[src/rtl/frc_pkg.sv]
package frc_pkg;
  localparam int unsigned FRC_CORES_DEF = 4;
  localparam int unsigned FRC_CRED_W_DEF = 4;
  localparam int unsigned FRC_FRAME_W_DEF = 8;

  // Width of the shared pool: large enough for every core's full allocation.
  function automatic int unsigned pool_width(input int unsigned cores, input int unsigned cred_w);
    return cred_w + $clog2(cores) + 1;
  endfunction
endpackage

[src/rtl/frc_frame_timer.sv]
module frc_frame_timer #(
  parameter int unsigned FRAME_W = 8
) (
  input  logic               clk,
  input  logic               rst,
  input  logic [FRAME_W-1:0] len_cfg,
  output logic               load
);
  logic [FRAME_W-1:0] cnt_q;
  logic [FRAME_W-1:0] len_q;

  assign load = (cnt_q == len_q - FRAME_W'(1));

  always_ff @(posedge clk) begin
    if (rst) begin
      cnt_q <= '0;
      len_q <= FRAME_W'(1);
    end else if (load) begin
      cnt_q <= '0;
      len_q <= (len_cfg == '0) ? FRAME_W'(1) : len_cfg;
    end else begin
      cnt_q <= cnt_q + FRAME_W'(1);
    end
  end
endmodule

[src/rtl/frc_credit_slot.sv]
module frc_credit_slot #(
  parameter int unsigned CRED_W = 4
) (
  input  logic              clk,
  input  logic              rst,
  input  logic              load,
  input  logic [CRED_W-1:0] alloc,
  input  logic              req,
  output logic              has_cred,
  output logic              own_use,
  output logic              donate
);
  logic [CRED_W-1:0] cred_q;

  assign has_cred = (cred_q != '0);
  assign own_use  = req & has_cred;
  assign donate   = ~req & has_cred;

  // Every cycle with credit spends one: either used or handed to the pool.
  always_ff @(posedge clk) begin
    if (rst) begin
      cred_q <= '0;
    end else if (load) begin
      cred_q <= alloc;
    end else if (has_cred) begin
      cred_q <= cred_q - CRED_W'(1);
    end
  end
endmodule

[src/rtl/frc_pool_arbiter.sv]
module frc_pool_arbiter #(
  parameter int unsigned N_CORES = 4,
  parameter int unsigned POOL_W  = 7
) (
  input  logic               clk,
  input  logic               rst,
  input  logic               load,
  input  logic [N_CORES-1:0] want,
  input  logic [N_CORES-1:0] donate,
  output logic [N_CORES-1:0] pool_win,
  output logic [POOL_W-1:0]  pool_cnt
);
  localparam int unsigned IDX_W = (N_CORES > 1) ? $clog2(N_CORES) : 1;

  logic [POOL_W-1:0] pool_q;
  logic [POOL_W-1:0] don_sum;
  logic [IDX_W-1:0]  ptr_q;
  logic [IDX_W-1:0]  win_idx;
  logic              found;

  assign pool_cnt = pool_q;

  always_comb begin
    don_sum = '0;
    for (int i = 0; i < int'(N_CORES); i++) begin
      don_sum = don_sum + POOL_W'(donate[i]);
    end
  end

  always_comb begin
    pool_win = '0;
    found    = 1'b0;
    win_idx  = ptr_q;
    for (int k = 0; k < int'(N_CORES); k++) begin
      int idx;
      idx = int'(ptr_q) + k;
      if (idx >= int'(N_CORES)) idx = idx - int'(N_CORES);
      if (!found && want[idx] && (pool_q != '0)) begin
        found   = 1'b1;
        win_idx = IDX_W'(idx);
      end
    end
    if (found) pool_win[win_idx] = 1'b1;
  end

  always_ff @(posedge clk) begin
    if (rst) begin
      pool_q <= '0;
      ptr_q  <= '0;
    end else begin
      if (load) begin
        pool_q <= '0;
      end else begin
        pool_q <= pool_q - POOL_W'(found) + don_sum;
      end
      if (found) begin
        ptr_q <= (win_idx == IDX_W'(N_CORES - 1)) ? '0 : win_idx + IDX_W'(1);
      end
    end
  end
endmodule

[src/rtl/frame_credit_regulator.sv]
module frame_credit_regulator
  import frc_pkg::*;
#(
  parameter int unsigned N_CORES = FRC_CORES_DEF,
  parameter int unsigned CRED_W  = FRC_CRED_W_DEF,
  parameter int unsigned FRAME_W = FRC_FRAME_W_DEF
) (
  input  logic                      clk,
  input  logic                      rst,
  input  logic [N_CORES-1:0]        req_valid,
  input  logic [N_CORES-1:0]        secure,
  input  logic [N_CORES*CRED_W-1:0] alloc_cfg,
  input  logic [FRAME_W-1:0]        frame_len_cfg,
  output logic [N_CORES-1:0]        grant,
  output logic                      frame_last
);
  localparam int unsigned POOL_W = pool_width(N_CORES, CRED_W);

  logic               frame_load;
  logic [N_CORES-1:0] has_cred;
  logic [N_CORES-1:0] own_use;
  logic [N_CORES-1:0] donate;
  logic [N_CORES-1:0] want;
  logic [N_CORES-1:0] pool_win;
  logic [POOL_W-1:0]  pool_cnt;

  frc_frame_timer #(.FRAME_W(FRAME_W)) u_timer (
    .clk     (clk),
    .rst     (rst),
    .len_cfg (frame_len_cfg),
    .load    (frame_load)
  );

  for (genvar g = 0; g < int'(N_CORES); g++) begin : g_slot
    frc_credit_slot #(.CRED_W(CRED_W)) u_slot (
      .clk      (clk),
      .rst      (rst),
      .load     (frame_load),
      .alloc    (alloc_cfg[g*CRED_W +: CRED_W]),
      .req      (req_valid[g]),
      .has_cred (has_cred[g]),
      .own_use  (own_use[g]),
      .donate   (donate[g])
    );
  end

  assign want = req_valid & secure & ~has_cred;

  frc_pool_arbiter #(.N_CORES(N_CORES), .POOL_W(POOL_W)) u_pool (
    .clk      (clk),
    .rst      (rst),
    .load     (frame_load),
    .want     (want),
    .donate   (donate),
    .pool_win (pool_win),
    .pool_cnt (pool_cnt)
  );

  always_ff @(posedge clk) begin
    if (rst) begin
      grant      <= '0;
      frame_last <= 1'b0;
    end else begin
      grant      <= own_use | pool_win;
      frame_last <= frame_load;
    end
  end
endmodule

[config.mk]
export PLATFORM = sky130hd
export DESIGN_NAME = frame_credit_regulator
export DESIGN_NICKNAME = d
export VERILOG_FILES = /design/src/rtl/frc_pkg.sv /design/src/rtl/frc_frame_timer.sv /design/src/rtl/frc_credit_slot.sv /design/src/rtl/frc_pool_arbiter.sv /design/src/rtl/frame_credit_regulator.sv
export SDC_FILE = /design/constraint.sdc
export NUM_CORES = 1
export LEC_CHECK = 0
export BUFFER_PORTS_ARGS = -buffer_cell sky130_fd_sc_hd__buf_2
export CORE_MARGIN = 2
export CORE_UTILIZATION = 55
export CTS_CLUSTER_SIZE = 14
export DETAILED_ROUTE_END_ITERATION = 16
export GPL_TIMING_DRIVEN = 0
export PLACE_DENSITY = 0.76
export SLEW_MARGIN = 40
export SYNTH_ARGS = -nofsm -noshare
export SYNTH_HDL_FRONTEND = slang
export SYNTH_SLANG_ARGS = --single-unit
[constraint.sdc]
create_clock -name clk -period 8.2 [get_ports clk]
set_clock_uncertainty 0.15 [all_clocks]
set_input_delay 0.82 -clock clk [delete_from_list [all_inputs] [get_ports clk]]
set_output_delay 0.82 -clock clk [all_outputs]
set_load 0.02 [all_outputs]
==> key figures <==
Power
  – Final total power: 0.001361 W
  – Static leakage: 1.563 nW
  – Sequential power share: 0.251
  – Clock power share: 0.128
  – Comb power frac: 0.621
  – Sw Share: 0.4267
  – NetSw: 0.0005808 W
  – VDD IR-drop max: 0.2065 mV
  – Pwr per Cell Area: 380.0 mW/mm^2
  – Internal power: 0.0007802 W

Synthesis
  – Post-synth EDFFs: 0
  – Syn Area/Cell: 8.524 um^2
  – Synth top area share: 0.2896
  – Yosys reg bits: 46
  – Sequential-to-total area share from yosys stat: 0.2896
  – Multiplexer area fraction after synthesis: 0.1063
  – Simple-Gate Fraction of Synth Area: 0.2255
  – Most frequent cell after synthesis: dfxtp_1
  – Async set-reset flop share out of synthesis: 0
  – Post-synth net total: 437
  – Synth Flop Type: dfxtp_1
  – Unique cell type count in the Yosys netlist: 56
  – Syn Inst Count: 373
  – Largest family of logic cells by synthesized area: simple AND/OR/NAND/NOR gates
  – Adder-cell area share of the yosys netlist: 0.1228
  – Compound-Gate Fraction of Synth Area: 0.1350
  – Synth Area in XOR/XNOR: 0.06061
  – Ranking of synthesized cells by area: dfxtp_1 29%, ha_1 11%, mux2i_1 6.6%
  – Synth warn: 0
  – Synth top cells by count: 46 x dfxtp_1, 45 x nand2_1, 28 x ha_1, 28 x inv_1, 23 x nor2_1
  – Area leader, netlist: dfxtp_1
  – Cell Area, Synth: 0.003179 mm^2

Placement
  – Placed cell count: 483
  – Placed cell area: 0.003460 mm^2
  – Placer Congestion: 0.9147
  – Post-DP HPWL: 5.151 mm
  – PortBufs: 38

STA
  – Setup TNS: 0 ps
  – Unrepaired setup endpoints after global routing: false
  – Worst Hold Slack: 326.4 ps
  – Rel. slew slack: 0.5674
  – Fmax achieved: 0.2202 GHz
  – Final Cycle Share: 0.5537
  – Final setup vio count: 0
  – Endpoints failing hold: 0
  – Worst slew pin tran: 640.4 ps
  – Tmin final: 4541 ps
  – Max-slew violations: 0

Status
  – Outcome: completed

Route
  – 1st-iter DRT viols: 73
  – DRC viols: 0
  – Via/cell ratio: 5.567
  – Drt pass-1 iters: 4
  – Post-Route WL: 6.721 mm
  – Avg WL per Cell: 13.72 um
  – Antenna Nets Post-Route: 0
  – DR vias: 2,728

GRT
  – Pin count of the biggest net entering global routing: 14
  – Global Route Usage Sum: 0.2287
  – Grt total ovfl: 0
  – Vias in the first global route: 2,549
  – First-pass GRT wire length: 11.50 mm
  – Initial antenna violation count: 0

Clocking
  – CTS Sinks: 46
  – Postcts setup bufs: 0
  – CTS tree: built
  – Clock H-tree levels: 2
  – CTS Buf Count: 5
  – CTS-repair resized insts: 0
  – CTS max path bufs: 2
  – Root buf cell: clkbuf_8
  – Clock transition at path regs: 90 ps
  – CTS Hold Bufs: 0
  – Clock latency on the worst-skew pair: 300 ps

Worst setup path
  – CP required: 8270 ps
  – Crit start category: flip-flop
  – Crit path DAT: 4610 ps
  – Crit end category: flip-flop
  – Worst setup startpoint: g_slot[3].u_slot.cred_q[0]$_SDFFE_PP0P_
  – WS Path Type: reg2reg
  – Crit path max fanout: 6
  – RR Startpoint: g_slot[3].u_slot.cred_q[0]$_SDFFE_PP0P_

Finish
  – Design Area, Final: 0.003582 mm^2
  – Post-layout nets: 482
  – Area grow syn2layout: 12.67%
  – ANT cells: 0
  – Share of layout cells above drive strength 1: 0.1435
  – Non-filler cells, final: 490

Flow run
  – Max_cap viols: 0

Floorplan
  – Die Area: 0.006405 mm^2
  – # rows: 27
  – Core Footprint: 0.005540 mm^2
  – I/O Pins: 39
  – Die width: 80.03 um
  – Initial Util: 0.5738
  – Die H: 80.03 um

Hold path
  – Critical hold path startpoint: u_timer.len_q[7]$_SDFFE_PP0P_
  – Worst min path class: reg2reg
## worst max-delay path, stage by stage, from the launching register on
cell and delay [ps]:
dfxtp_1 340, inv_1 80, ha_1 180, nor3b_1 460, nand3_1 280, a41oi_1 620
ha_1 370, fa_1 450, inv_1 70, ha_1 170, inv_1 60, fa_1 390
nor2b_1 200, o31a_1 170, o21ai_0 110, a21o_1 190, a211oi_1 170
## stage by stage
stage,utilization,setup slack (ps)
global placement,0.6244,3649
floorplan,-,4227
finish,0.6466,3659
global route,0.6466,3355
CTS,0.6448,3501
detailed placement,0.6244,3550
## placed cells by master, fill, tap and decap left out, drive strengths merged, types with 4 or more instances in the layout
cell type / count
dfxtp: 46
a22oi: 4
or3b: 5
xor2: 9
nand2b: 4
inv: 28
o211ai: 7
nor3: 17
buf: 42
or3: 4
xnor2: 13
and2: 4
mux2: 9
ha: 28
nand2: 45
nor2b: 9
nor2: 23
nand3: 12
a21oi: 7
clkbuf: 21
nor3b: 7
mux2i: 21
a211oi: 8
## sequential cells by signal, summed over array words and instances (netlist names)
signal,cells
frame_last,1
u_pool.pool_cnt,7
grant,4
u_timer.cnt_q,8
u_timer.len_q,8
g_slot.u_slot.cred_q,16
u_pool.ptr_q,2
## path summary, 6_finish.rpt
check,endpoint,slack [ps],depth (start not counted)
max,u_pool.pool_cnt[6]$_SDFF_PP0_,3660,16
min reg2reg,u_timer.len_q[7]$_SDFFE_PP0P_,330,2
max reg2reg,u_pool.pool_cnt[6]$_SDFF_PP0_,3660,16
min,u_timer.len_q[7]$_SDFFE_PP0P_,330,2
## final cells by class
type                    instances  area, um^2
well taps                      72       90.09
fillers                       518        1958
plain buffers                  19       82.58
clock inverters                 1       30.03
repair buffers                 38       190.2
inverters                      29       108.9
multi-input cells             279        2077
clock buffers                   6       82.58
flip-flops and latches         46       920.9
## power by group through the flow
stage	Sequential [W]	Combinational, W	Clock (W)
after floorplan	0.000342	0.000670	0
after global placement	0.000341	0.000814	0
after detailed placement	0.000344	0.000843	0
after CTS	0.000339	0.000849	0.000178
after global routing	0.000350	0.000963	0.000186
final	0.000342	0.000845	0.000175
## cell families (layout without fill, tap and decap cells)
| group | after synthesis | in the layout |
|---|---|---|
| buffers and inverters | 48 | 93 |
| AOI/OAI and AO/OA | 55 | 55 |
| xor gates and xnor gates | 22 | 22 |
| adders and majority gates | 30 | 30 |
| muxes | 31 | 31 |
| and+or+nand+nor | 141 | 141 |
| DFF | 46 | 46 |
## routing by layer
layer / global-route usage / vias to the layer above / routed length (um)
li1: - / 1397 / -
met1: 0.2919 / 1280 / 3081
met2: 0.3900 / 39 / 3340
met3: 0.03846 / 12 / 194
met4: 0.07458 / 0 / 105
met5: 0 / - / 0
No activity file was read; power rests on OpenSTA's default activity.
